==> config.mk <==
export PLATFORM = sky130hd
export DESIGN_NAME = pwrseq_top
export DESIGN_NICKNAME = d
export VERILOG_FILES = /design/src/rtl/pwrseq_pkg.sv /design/src/rtl/pwrseq_timer.sv /design/src/rtl/pwrseq_edge.sv /design/src/rtl/pwrseq_outmap.sv /design/src/rtl/pwrseq_top.sv
export SDC_FILE = /design/constraint.sdc
export NUM_CORES = 1
export LEC_CHECK = 0
export BUFFER_PORTS_ARGS = -buffer_cell sky130_fd_sc_hd__buf_4
export CORE_MARGIN = 4
export CORE_UTILIZATION = 35
export CTS_CLUSTER_DIAMETER = 150
export DETAILED_ROUTE_END_ITERATION = 10
export HOLD_SLACK_MARGIN = 0.12
export PLACE_DENSITY = 0.61
export SYNTH_ARGS = -nofsm -noshare
export SYNTH_HDL_FRONTEND = slang
export SYNTH_SLANG_ARGS = --single-unit
==> constraint.sdc <==
create_clock -name clk -period 3.1 [get_ports clk]
set_input_delay 0.465 -clock clk [delete_from_list [all_inputs] [get_ports clk]]
set_output_delay 0.465 -clock clk [all_outputs]
set_load 0.01 [all_outputs]
==> src/rtl/pwrseq_pkg.sv <==
package pwrseq_pkg;

  localparam int NRAIL     = 7;
  localparam int RAIL_LIN  = 0;
  localparam int RAIL_CORE = 1;
  localparam int RAIL_IO   = 2;
  localparam int RAIL_NEG  = 3;
  localparam int RAIL_AN   = 4;
  localparam int RAIL_HALF = 5;
  localparam int RAIL_GH   = 6;

  typedef enum logic [3:0] {
    S_OFF   = 4'd0,
    S_LIN   = 4'd1,
    S_EE    = 4'd2,
    S_CORE  = 4'd3,
    S_IO    = 4'd4,
    S_DLY   = 4'd5,
    S_HOLD  = 4'd6,
    S_AN    = 4'd7,
    S_GH    = 4'd8,
    S_ARM   = 4'd9,
    S_RUN   = 4'd10,
    S_LATCH = 4'd11
  } seq_state_e;

endpackage

==> src/rtl/pwrseq_timer.sv <==
module pwrseq_timer #(
  parameter int CNT_W = 6
) (
  input  logic             clk,
  input  logic             rst_n,
  input  logic             restart_i,
  input  logic             tick_i,
  input  logic [CNT_W-1:0] limit_i,
  output logic             expired_o
);

  logic [CNT_W-1:0] cnt_q;

  assign expired_o = (cnt_q >= limit_i);

  always_ff @(posedge clk or negedge rst_n) begin
    if (!rst_n)               cnt_q <= '0;
    else if (restart_i)       cnt_q <= '0;
    else if (tick_i && !expired_o) cnt_q <= cnt_q + 1'b1;
  end


  cnt_step_chk: assert property (@(posedge clk) disable iff (!rst_n)
    (tick_i && !restart_i && !expired_o) |=> (cnt_q == $past(cnt_q) + 1'b1));


  cnt_clear_chk: assert property (@(posedge clk) disable iff (!rst_n)
    restart_i |=> (cnt_q == '0));

endmodule

==> src/rtl/pwrseq_edge.sv <==
module pwrseq_edge (
  input  logic clk,
  input  logic rst_n,
  input  logic sig_i,
  output logic edge_o
);

  logic sig_q;

  always_ff @(posedge clk or negedge rst_n) begin
    if (!rst_n) sig_q <= 1'b0;
    else        sig_q <= sig_i;
  end

  assign edge_o = sig_i ^ sig_q;


  edge_seen_chk: assert property (@(posedge clk) disable iff (!rst_n)
    edge_o |=> (sig_q != $past(sig_q)));

endmodule

==> src/rtl/pwrseq_outmap.sv <==
module pwrseq_outmap
  import pwrseq_pkg::*;
(
  input  seq_state_e       state_i,
  input  logic [NRAIL-1:0] dis_i,
  output logic [NRAIL-1:0] rail_en_o,
  output logic             ee_req_o,
  output logic             pgood_o,
  output logic             lsw_en_o,
  output logic             gpulse_en_o
);

  logic [NRAIL-1:0] base;
  logic             logic_up;
  logic             hv_up;

  always_comb begin
    base     = '0;
    logic_up = 1'b0;
    hv_up    = 1'b0;
    unique case (state_i)
      S_LIN:  base[RAIL_LIN] = 1'b1;
      S_EE:   base[RAIL_LIN] = 1'b1;
      S_CORE: base[RAIL_CORE:RAIL_LIN] = '1;
      S_IO:   base[RAIL_IO:RAIL_LIN] = '1;
      S_DLY, S_HOLD: begin
        base[RAIL_NEG:RAIL_LIN] = '1;
        logic_up = 1'b1;
      end
      S_AN: begin
        base[RAIL_HALF:RAIL_LIN] = '1;
        logic_up = 1'b1;
        hv_up    = 1'b1;
      end
      S_GH, S_ARM, S_RUN: begin
        base     = '1;
        logic_up = 1'b1;
        hv_up    = 1'b1;
      end
      default: base = '0;
    endcase
  end

  for (genvar g = 0; g < NRAIL; g++) begin : g_mask
    assign rail_en_o[g] = base[g] & ~dis_i[g];
  end

  assign ee_req_o    = (state_i == S_EE);
  assign pgood_o     = logic_up;
  assign lsw_en_o    = hv_up;
  assign gpulse_en_o = (state_i == S_RUN);

endmodule

==> src/rtl/pwrseq_top.sv <==
module pwrseq_top
  import pwrseq_pkg::*;
#(
  parameter int TICK_US     = 500,
  parameter int LSW_DLY_US  = 2500,
  parameter int SS_SHORT_US = 10000,
  parameter int SS_LONG_US  = 20000
) (
  input  logic             clk,
  input  logic             rst_n,
  input  logic             tick_i,
  input  logic             uvlo_i,
  input  logic             en_i,
  input  logic             gctl_i,
  input  logic             ss_sel_i,
  input  logic             fault_i,
  input  logic [NRAIL-1:0] cfg_dis_i,
  input  logic [NRAIL-1:0] ss_done_i,
  input  logic             ee_done_i,
  output logic [NRAIL-1:0] rail_en_o,
  output logic             ee_req_o,
  output logic             pgood_o,
  output logic             lsw_en_o,
  output logic             gpulse_en_o
);

  localparam int LSW_TICKS      = LSW_DLY_US / TICK_US;
  localparam int SS_SHORT_TICKS = SS_SHORT_US / TICK_US;
  localparam int SS_LONG_TICKS  = SS_LONG_US / TICK_US;
  localparam int MAX_TICKS      = (SS_LONG_TICKS > LSW_TICKS) ? SS_LONG_TICKS : LSW_TICKS;
  localparam int CNT_W          = $clog2(MAX_TICKS + 1);
  localparam logic [CNT_W-1:0] LIM_LSW   = CNT_W'(LSW_TICKS);
  localparam logic [CNT_W-1:0] LIM_SHORT = CNT_W'(SS_SHORT_TICKS);
  localparam logic [CNT_W-1:0] LIM_LONG  = CNT_W'(SS_LONG_TICKS);

  seq_state_e       state_q, state_d;
  logic [NRAIL-1:0] done_eff;
  logic             tmr_restart, tmr_exp, gctl_edge, an_ready;
  logic [CNT_W-1:0] tmr_limit;

  assign done_eff    = ss_done_i | cfg_dis_i;
  assign tmr_restart = (state_d != state_q);
  assign tmr_limit   = (state_q == S_AN) ? (ss_sel_i ? LIM_LONG : LIM_SHORT) : LIM_LSW;
  assign an_ready    = (tmr_exp || cfg_dis_i[RAIL_AN]) && done_eff[RAIL_AN] &&
                       done_eff[RAIL_HALF] && done_eff[RAIL_NEG];

  pwrseq_timer #(.CNT_W(CNT_W)) u_timer (
    .clk       (clk),
    .rst_n     (rst_n),
    .restart_i (tmr_restart),
    .tick_i    (tick_i),
    .limit_i   (tmr_limit),
    .expired_o (tmr_exp)
  );

  pwrseq_edge u_gedge (
    .clk    (clk),
    .rst_n  (rst_n),
    .sig_i  (gctl_i),
    .edge_o (gctl_edge)
  );

  always_comb begin
    state_d = state_q;
    if (fault_i || state_q == S_LATCH) begin
      state_d = S_LATCH;
    end else if (uvlo_i) begin
      state_d = S_OFF;
    end else begin
      unique case (state_q)
        S_OFF:  state_d = S_LIN;
        S_LIN:  if (done_eff[RAIL_LIN])  state_d = S_EE;
        S_EE:   if (ee_done_i)           state_d = S_CORE;
        S_CORE: if (done_eff[RAIL_CORE]) state_d = S_IO;
        S_IO:   if (done_eff[RAIL_IO])   state_d = S_DLY;
        S_DLY:  if (tmr_exp)             state_d = en_i ? S_AN : S_HOLD;
        S_HOLD: if (en_i)                state_d = S_AN;
        S_AN: begin
          if (!en_i)         state_d = S_HOLD;
          else if (an_ready) state_d = S_GH;
        end
        S_GH: begin
          if (!en_i)                     state_d = S_HOLD;
          else if (done_eff[RAIL_GH])    state_d = S_ARM;
        end
        S_ARM: begin
          if (!en_i)          state_d = S_HOLD;
          else if (gctl_edge) state_d = S_RUN;
        end
        S_RUN:   if (!en_i) state_d = S_HOLD;
        default: state_d = S_OFF;
      endcase
    end
  end

  always_ff @(posedge clk or negedge rst_n) begin
    if (!rst_n) state_q <= S_OFF;
    else        state_q <= state_d;
  end

  pwrseq_outmap u_outmap (
    .state_i     (state_q),
    .dis_i       (cfg_dis_i),
    .rail_en_o   (rail_en_o),
    .ee_req_o    (ee_req_o),
    .pgood_o     (pgood_o),
    .lsw_en_o    (lsw_en_o),
    .gpulse_en_o (gpulse_en_o)
  );


  uvlo_off_chk: assert property (@(posedge clk) disable iff (!rst_n)
    uvlo_i |=> (rail_en_o == '0 && !ee_req_o && !pgood_o && !lsw_en_o && !gpulse_en_o));


  ee_after_lin_chk: assert property (@(posedge clk) disable iff (!rst_n)
    ee_req_o |-> (rail_en_o[RAIL_LIN] || cfg_dis_i[RAIL_LIN]));


  io_after_core_chk: assert property (@(posedge clk) disable iff (!rst_n)
    rail_en_o[RAIL_IO] |-> (rail_en_o[RAIL_CORE] || cfg_dis_i[RAIL_CORE]));


  pgood_io_chk: assert property (@(posedge clk) disable iff (!rst_n)
    pgood_o |-> (rail_en_o[RAIL_IO] || cfg_dis_i[RAIL_IO]));


  gpulse_hv_chk: assert property (@(posedge clk) disable iff (!rst_n)
    gpulse_en_o |-> lsw_en_o);


  en_low_chk: assert property (@(posedge clk) disable iff (!rst_n)
    !en_i |=> (!lsw_en_o && !gpulse_en_o));


  fault_off_chk: assert property (@(posedge clk) disable iff (!rst_n)
    fault_i |=> (rail_en_o == '0 && !pgood_o && !lsw_en_o && !ee_req_o));


  latch_stay_chk: assert property (@(posedge clk) disable iff (!rst_n)
    (state_q == S_LATCH) |=> (state_q == S_LATCH));

endmodule

==> results of run 1 <==
[path summary, 6_finish.rpt]
path                                  start                to  slack, ns  cells past startpoint
min                                  gctl_i     u_gedge.sig_q       0.32                      1
min reg2reg                u_timer.cnt_q[5]  u_timer.cnt_q[5]       0.58                      2
max                              state_q[3]  u_timer.cnt_q[2]       0.15                     11
max in group asynchronous             rst_n  u_timer.cnt_q[3]       2.39                      2
max reg2reg                      state_q[3]  u_timer.cnt_q[2]       0.15                     11
min in group asynchronous             rst_n     u_gedge.sig_q       0.56                      2
[through the flow]
stage,instance area (µm²),power [mW],worst slack (ns),std cells,hold slack [ns]
floorplan,1217,0.5599,0.3337,153,0.1694
global placement,1515,0.7287,0.2475,231,0.3080
detailed placement,1515,0.7353,0.1374,231,0.3086
CTS,1551,0.8400,0.1006,236,0.3033
global route,1613,0.9281,0.02809,237,0.3023
finish,1613,0.8571,0.1488,237,0.3170
[routing by layer]
metal	vias to the layer above	share of wire [%]	track usage (%)
met5	-	0	0
li1	654	-	-
met4	0	1.4	6.076
met1	588	44	21.26
met3	6	6.9	2.361
met2	51	48	28.59
[where the power goes]
part	switching [mW]	internal, mW	total [mW]
logic	0.334	0.243	0.577
clock network	0.0478	0.0497	0.0975
registers	0.0197	0.163	0.183
total	0.401	0.456	0.857
[registers in the layout, indices dropped and copies added (netlist names)]
signal,cells
u_gedge.sig_q,1
u_timer.cnt_q,6
state_q,4
[worst max-delay path, delay by kind of cell (launching register included)]
family | cells | cell delay, ns
and+or+nand+nor | 6 | 1.07
AOI/OAI and AO/OA | 3 | 0.97
DFF | 1 | 0.37
adders and majority gates | 1 | 0.34
buffers and inverters | 1 | 0.07
[logic make-up (layout without fill, tap and decap cells)]
family / after synthesis / in the layout / share of synthesized area [%]
buffers and inverters: 11 / 49 / 5.138
XOR/XNOR: 6 / 6 / 4.317
adder cells (fa/ha/maj): 6 / 6 / 6.166
AO/OA/AOI/OAI: 43 / 43 / 27.34
multiplexers: 1 / 1 / 1.233
flip-flops: 11 / 11 / 22.61
AND/OR/NAND/NOR: 75 / 75 / 33.20
[layout make-up]
class / count / area [µm²]
Multi-Input combinational cell: 131 / 933.4
Sequential cell: 11 / 275.3
Fill cell: 340 / 1724
Tap cell: 46 / 57.56
Inverter: 6 / 25.02
Clock buffer: 4 / 26.28
Timing Repair Buffer: 39 / 295.3
[cells in the final DEF (no fill, tap or decap), types with 4 or more instances in the layout]
| cell type | synthesis | final |
|---|---|---|
| buf_4 | 0 | 38 |
| inv_1 | 4 | 4 |
| a21oi_1 | 10 | 8 |
| nor2_1 | 17 | 16 |
| dfrtp_1 | 11 | 11 |
| nor3_1 | 9 | 9 |
| ha_1 | 6 | 6 |
| nor4_1 | 6 | 6 |
| o21ai_0 | 7 | 7 |
| nor2b_1 | 4 | 4 |
| nand2_1 | 17 | 17 |
[repair_timing]
item	in CTS	in global routing
setup buffers	0	1
gates resized for setup	0	10
hold buffers	1	0
endpoints found under the setup margin	0	5
hold endpoints to repair	11	0
==> flow_summary.ini, run 1 <==
[outcome]
status = complete, no violations

[clock_network]
cts_tree = yes
clkTransAtPathRegs_ns = 0.07
clkSinkCount = 11
cts_buffer_depth = 2
cts_htree_levels = 1
root_buffer = clkbuf_4
clock_latency_ns = 0.26
cts_buffers = 3

[power]
ir_drop_mv = 0.2420
powerDensity_nw_per_um2 = 531.4
leakagePower_nw = 0.6844

[floorplanning]
die-area_um2 = 4486
io_pins = 34
core.rowCount = 21
start_util_pct = 36.48
core_area_um2 = 3337
die_w_um = 66.98
die_h_um = 66.98

[routing]
drt_wl_total_mm = 3.655
vias = 1299
via_per_inst = 5.481
detail-route-antenna-nets = 0
drc = 0
avgRoutedWirePerCell_um = 15.42
firstDrtPassIters = 4
drt-initial-drc-count = 66

[setup_path]
crit_type = register to register
crit_fanout = 6
worstPathRequired_ns = 3.23
slowest_stage = dfrtp_1
max_stage_delay_ns = 0.37
cp-start-kind = register
worst_ep_arrival_time_ns = 3.08
path_cells = and4b_4 -> and2_1 -> inv_1 -> ha_1 -> nand4_1 -> o21ai_4 -> or4_1 -> nand3_2 -> a211o_2 -> o31ai_4 -> nor4_1
end_kind = register

[timing]
slew_viol_final = 0
slew_headroom_pct = 72.43
tightestPinTransition_ns = 0.4091
hold_viol_final = 0
setup_violations = 0
fmax_mhz = 338.9
fin_tns_setup_ns = 0
clock_skew_ns = 0.003189
final.min_clock_period_ns = 2.951
period_share_pct = 95.20
rsz0062_at_grt = false

[final_layout]
syn_to_final_growth_pct = 32.48
final_nets = 221
drive_above_1_share_pct = 33.51
final_core_util_pct = 48.33
num_antenna_cells = 0

[flow_run]
cap_violations = 0

[placed_design]
dpl.hpwl_mm = 2.881
gp_congestion = 0.9827
portBuffers = 33

[synthesis]
syn_area_per_cell_um2 = 7.957
syn_nets = 182
yosysUniqueCellTypes = 51
synth_ff_type = dfrtp_1
synthTopCellsByCount = nand2_1, nor2_1, dfrtp_1, a21oi_1, nor3_1
synth_edf_count = 0
synthCells = 153
synth.top_cell.area_share_pct = 22.61
ys_warn_count = 0
async_flop_share_pct = 100.0
netlist_area_um2 = 1217
synth_area_leaders = dfrtp_1, ha_1, nand2_1
synth-seq-cells = 11
synth_top_cell_by_area = dfrtp_1
ys_seq_area_share_pct = 22.61

[global_route]
grt_max_degree = 18
grt_pass1_wl_mm = 5.816
grt_usage_pct = 16.77
antenna_found_initial = 0
grt_pass1_vias = 1251
grt_overflow = 0

[min_path]
hp-class = primary input to register
(Power assumes the default switching activity.)
==> run 2: changes to the inputs <==
ABC_AREA = 1   (was default)
PLACE_DENSITY = 0.62   (was 0.61)
clock period = 3.3 ns   (was 3.1 ns; I/O delays follow)
==> run 2 against run 1 <==
Compared with the run above:
- synthesized cell count rose by 16%
- fmax increased by 15%
- core utilization decreased by 0.24 points
- critical path type unchanged
- critical endpoint unchanged
- largest cell class unchanged
==> flow_summary.ini, run 2 <==
[final_layout]
drive_above_1_share_pct = 30.09
layout_commonest_cell = nand2_1
final_nets = 246
num_antenna_cells = 0
multiInputGateArea_um2 = 740.7
n_fill_cell = 340
seq_area_um2 = 275.3
final_core_util_pct = 48.09
instances_no_fill = 260
largest_register_ffs = 6
largest_register = u_timer.cnt_q
fin_area_um2 = 1480
reg_top3 = u_timer.cnt_q x6, state_q x4, u_gedge.sig_q x1
syn_to_final_growth_pct = 29.71
layout_common_cells = nand2_1, buf_4, inv_1

[timing]
clock_skew_ns = 0.002310
hold_viol_final = 0
final.min_clock_period_ns = 2.555
hold_ws_ns = 0.3623
period_share_pct = 77.44
slew_headroom_pct = 80.56
slew_viol_final = 0
rsz0062_at_grt = false
fin_tns_setup_ns = 0
tightestPinTransition_ns = 0.2916
fmax_mhz = 391.3
setup_violations = 0

[synthesis]
yosysUniqueCellTypes = 23
netlist_area_um2 = 1141
synth_ff_type = dfrtp_1
yosysMostFrequentCell = nand2_1
async_flop_share_pct = 100.0
ys_warn_count = 0
syn_area_per_cell_um2 = 6.411
synth_area_leaders = dfrtp_1, nand2_1, inv_1
ys_seq_area_share_pct = 24.12
synth_edf_count = 0
synth-seq-cells = 11
synthTopCellsByCount = nand2_1, inv_1, nor2_1, nand3_1, dfrtp_1
synth_top_cell_by_area = dfrtp_1
synth.top_cell.area_share_pct = 24.12
synthCells = 178
syn_nets = 207

[setup_path]
crit_buf_inv = 2
end_kind = register
worst_ep_arrival_time_ns = 2.75
crit_fanout = 6
path_cells = inv_2 -> nor2_4 -> nand2_4 -> nor2_1 -> inv_1 -> ha_1 -> a21oi_1 -> nand4_1 -> nand3_1 -> nand2_1 -> nand2_1 -> nand2_1 -> nand2_1 -> nand2_2 -> nor2_4 -> nand3_4 -> nor2_2
cp-start-kind = register
slowest_stage = dfrtp_1
worstPathRequired_ns = 3.49
reg2reg_slack_ns = 0.74
max_stage_delay_ns = 0.44
crit_family = simple AND/OR/NAND/NOR gates
r2r-start = state_q[2]
startpoint = state_q[2]
crit_type = register to register
cp_common_cell = nand2_1

[min_path]
holdCritStartpoint = gctl_i
hp-class = primary input to register

[clock_network]
cts_tree = yes
cts_buffers = 3
cts_buffer_depth = 2
cts_htree_levels = 1
ctsResizeCount = 0
root_buffer = clkbuf_4
post_cts_buffers = 0
cts_hold_buf = 1
clock_latency_ns = 0.26
clkSinkCount = 11
clkTransAtPathRegs_ns = 0.06

[routing]
avgRoutedWirePerCell_um = 10.38
drt_wl_total_mm = 2.698
drt-initial-drc-count = 46
drc = 0
firstDrtPassIters = 4
detail-route-antenna-nets = 0
vias = 1175
via_per_inst = 4.519

[global_route]
antenna_found_initial = 0
grt_overflow = 0
grt_usage_pct = 13.18
grt_pass1_vias = 1096
grt_max_degree = 12
grt_pass1_wl_mm = 4.540

[flow_run]
cap_violations = 0

[floorplanning]
die_w_um = 65.10
start_util_pct = 37.07
die_h_um = 65.10
core_area_um2 = 3078
core.rowCount = 20
io_pins = 34
die-area_um2 = 4238

[placed_design]
dp.cells = 255
dpl.hpwl_mm = 2.359
dpl-instance-area_um2 = 1444
portBuffers = 33
gp_congestion = 0.9040

[power]
ir_drop_mv = 0.2666
leakagePower_nw = 0.8237
powerDensity_nw_per_um2 = 431.1

[outcome]
status = complete, no violations
run 2: cell families after synthesis:
group / synth area share (%)
and+or+nand+nor: 44.41
buffers and inverters: 10.96
AOI/OAI and AO/OA: 10.09
DFF: 24.12
adders and majority gates: 6.579
xor gates and xnor gates: 3.838
run 2: final timing paths:
path | end | depth (start not counted)
setup / recovery | u_timer.cnt_q[2] | 17
hold / removal | u_gedge.sig_q | 1
setup reg to reg | u_timer.cnt_q[2] | 17
hold reg to reg | u_timer.cnt_q[5] | 2
max in group asynchronous | state_q[1] | 2
min in group asynchronous | u_timer.cnt_q[3] | 2
run 2: layer usage:
layer | up-vias | GRT usage (%) | share of wire [%]
met1 | 505 | 18.88 | 50
met3 | 2 | 1.880 | 5.7
met5 | - | 0 | 0
met4 | 0 | 4.145 | 0.85
li1 | 638 | - | -
met2 | 30 | 20.43 | 44
run 2: area by class of cell:
class                   instances  share of cell area (%)
clock buffers                   4                   1.775
inverters                      32                   8.453
multi-input cells             135                   50.04
flip-flops and latches         11                   18.60
well taps                      44                   3.719
repair buffers                 34                   17.41
run 2: through the flow:
step | setup WS (ns) | power [mW]
floorplan | 1.063 | 0.4315
global placement | 0.7588 | 0.5564
detailed placement | 0.7326 | 0.5554
CTS | 0.7142 | 0.6471
global route | 0.4325 | 0.6977
finish | 0.7445 | 0.6381
run 2: where the power goes:
part	switching, mW	internal, mW
Combinational	0.227	0.149
Clock	0.0393	0.0466
Sequential	0.0264	0.150
Total	0.292	0.346
run 2: worst register-to-register path: cells and delay by family (launching register included):
kind / cells / cell delay, ns
simple gates: 13 / 1.35
fa+ha+maj: 1 / 0.31
flops: 1 / 0.44
buf+inv: 2 / 0.18
compound gates: 1 / 0.21
==> run 3: changes to the inputs <==
clock period = 2.6 ns   (was 3.3 ns; I/O delays follow)
==> run 3 against run 2 <==
Compared with the run above:
- die area stayed put
- global-route usage is 0.57 points higher
- fmax is 9.9% higher
- worst setup slack worse by 0.47 ns
- count of clock-buffer cells in the layout is 1 lower
- power is 34% higher
- worst hold slack worse by 0.11 ns
- non-clock buffer count is 6 higher
- via count is 2.0% higher
- first-iteration DRC count is 33% lower
- critical path type unchanged
==> flow_summary.ini, run 3 (synthesized netlist as in run 2, its figures left out) <==
[floorplanning]
die-area_um2 = 4238
core_area_um2 = 3078
start_util_pct = 37.07
core.rowCount = 20
die_h_um = 65.10
die_w_um = 65.10
io_pins = 34

[setup_path]
r2r-start = state_q[2]
max_stage_delay_ns = 0.37
path_cells = inv_2 -> nor2_4 -> nand2_4 -> nor2_4 -> inv_2 -> ha_1 -> nand2_1 -> nand2_1 -> nand2_1 -> nand2_1 -> o21ai_0 -> nand3_1 -> nand2_1 -> nand2_2 -> nand2_1 -> nand2_2 -> nand3_4 -> nor2_2
cp-start-kind = register
worstPathRequired_ns = 2.75
slowest_stage = dfrtp_1
crit_fanout = 6
end_kind = register
r2r_cells = 18
r2r-end = u_timer.cnt_q[1]
worst_ep_arrival_time_ns = 2.47
cp_common_cell = nand2_1
reg2reg_slack_ns = 0.27
startpoint = state_q[2]
cp-endpoint = u_timer.cnt_q[1]
crit_type = register to register

[power]
leakagePower_nw = 0.8579
p_total_uw = 853.7
ir_drop_mv = 0.3481
powerDensity_nw_per_um2 = 548.0

[routing]
drt_wl_total_mm = 2.854
avgRoutedWirePerCell_um = 10.73
drc = 0
vias = 1199
firstDrtPassIters = 4
via_per_inst = 4.508
drt-initial-drc-count = 31
detail-route-antenna-nets = 0

[clock_network]
clkSinkCount = 11
post_cts_buffers = 0
cts_buffers = 3
cts_tree = yes
clock_latency_ns = 0.26
root_buffer = clkbuf_4
cts_buffer_depth = 2
cts_htree_levels = 1
clkTransAtPathRegs_ns = 0.07

[placed_design]
dpl-instance-area_um2 = 1489
portBuffers = 33
gp_congestion = 0.8699
dpl.hpwl_mm = 2.460
dp.cells = 261

[min_path]
hp-class = primary input to register

[final_layout]
drive_above_1_share_pct = 35.14
num_antenna_cells = 0
largest_register = u_timer.cnt_q
final_nets = 252
layout_common_cells = nand2_1, buf_4, inv_1
instances_no_fill = 266
syn_to_final_growth_pct = 36.51
largest_register_ffs = 6
layout_commonest_cell = nand2_1
fin_area_um2 = 1558
reg_top3 = u_timer.cnt_q x6, state_q x4, u_gedge.sig_q x1

[timing]
slew_viol_final = 0
period_share_pct = 89.44
final.min_clock_period_ns = 2.325
rsz0062_at_grt = false
setup_violations = 0
fin_tns_setup_ns = 0
fmax_mhz = 430.0
slew_headroom_pct = 82.40
hold_ws_ns = 0.2493
hold_viol_final = 0
clock_skew_ns = 0.001065
tightestPinTransition_ns = 0.2613

[global_route]
grt_max_degree = 12
grt_overflow = 0
grt_pass1_vias = 1124
grt_pass1_wl_mm = 4.740
grt_usage_pct = 13.75
antenna_found_initial = 0

[outcome]
status = complete, no violations

[flow_run]
cap_violations = 0
## run 3: cell types whose count changed in the layout (fill, tap and decap cells not counted), sizes merged
cell    delta
buf        +6
clkinv     +1
clkbuf     -1
## run 3: repair_timing
action	4_1_cts	5_1_grt
hold endpoints to repair	11	0
endpoints found under the setup margin	0	6
gates resized for setup	0	7
hold buffers	1	0
## run 3: report_power, final
part,switching [mW],total [mW],internal (mW),leakage [nW]
clock network,0.0552,0.112,0.0567,0.0177
logic,0.317,0.533,0.216,0.699
registers,0.0178,0.209,0.191,0.141
total,0.390,0.854,0.464,0.858
## run 3: how the worst min path moves through the flow
stage / from / to / slack, ns / cells past startpoint
3_5_place_dp: rst_n / u_timer.cnt_q[2] / 0.23 / 1
2_1_floorplan: rst_n / state_q[0] / 0.09 / 0
3_3_place_gp: rst_n / u_timer.cnt_q[1] / 0.23 / 1
4_1_cts: gctl_i / u_gedge.sig_q / 0.24 / 1
5_1_grt: gctl_i / u_gedge.sig_q / 0.24 / 1
6_report: gctl_i / u_gedge.sig_q / 0.25 / 1
## run 3: layout make-up
type | instances | area (µm²)
Fill cell | 331 | 1520
Clock inverter | 1 | 5.005
Inverter | 32 | 125.1
Clock buffer | 3 | 22.52
Tap cell | 44 | 55.05
Timing Repair Buffer | 40 | 302.8
Multi-Input combinational cell | 135 | 772.0
Sequential cell | 11 | 275.3
## run 3: stage by stage
step	setup slack [ns]	utilization [%]
2_1_floorplan	0.3635	-
3_3_place_gp	0.2141	48.37
3_5_place_dp	0.1625	48.37
4_1_cts	0.1469	49.59
5_1_grt	0.009590	50.61
6_report	0.2746	50.61
## run 3: metal layers
metal  vias to the layer above  global-route usage (%)  share of wire (%)
met5                         -                       0                  0
met4                         0                   3.886               0.63
met3                         2                   2.564                6.0
met2                        26                   21.33                 45
met1                       526                   19.49                 48
li1                        645                       -                  -
## run 3: critical path: cells and delay by family, from the launching register on
| kind | cells | cell delay [ns] |
|---|---|---|
| AO/OA/AOI/OAI | 1 | 0.22 |
| adder cells (fa/ha/maj) | 1 | 0.30 |
| buffers and inverters | 2 | 0.12 |
| flip-flops | 1 | 0.37 |
| AND/OR/NAND/NOR | 14 | 1.19 |
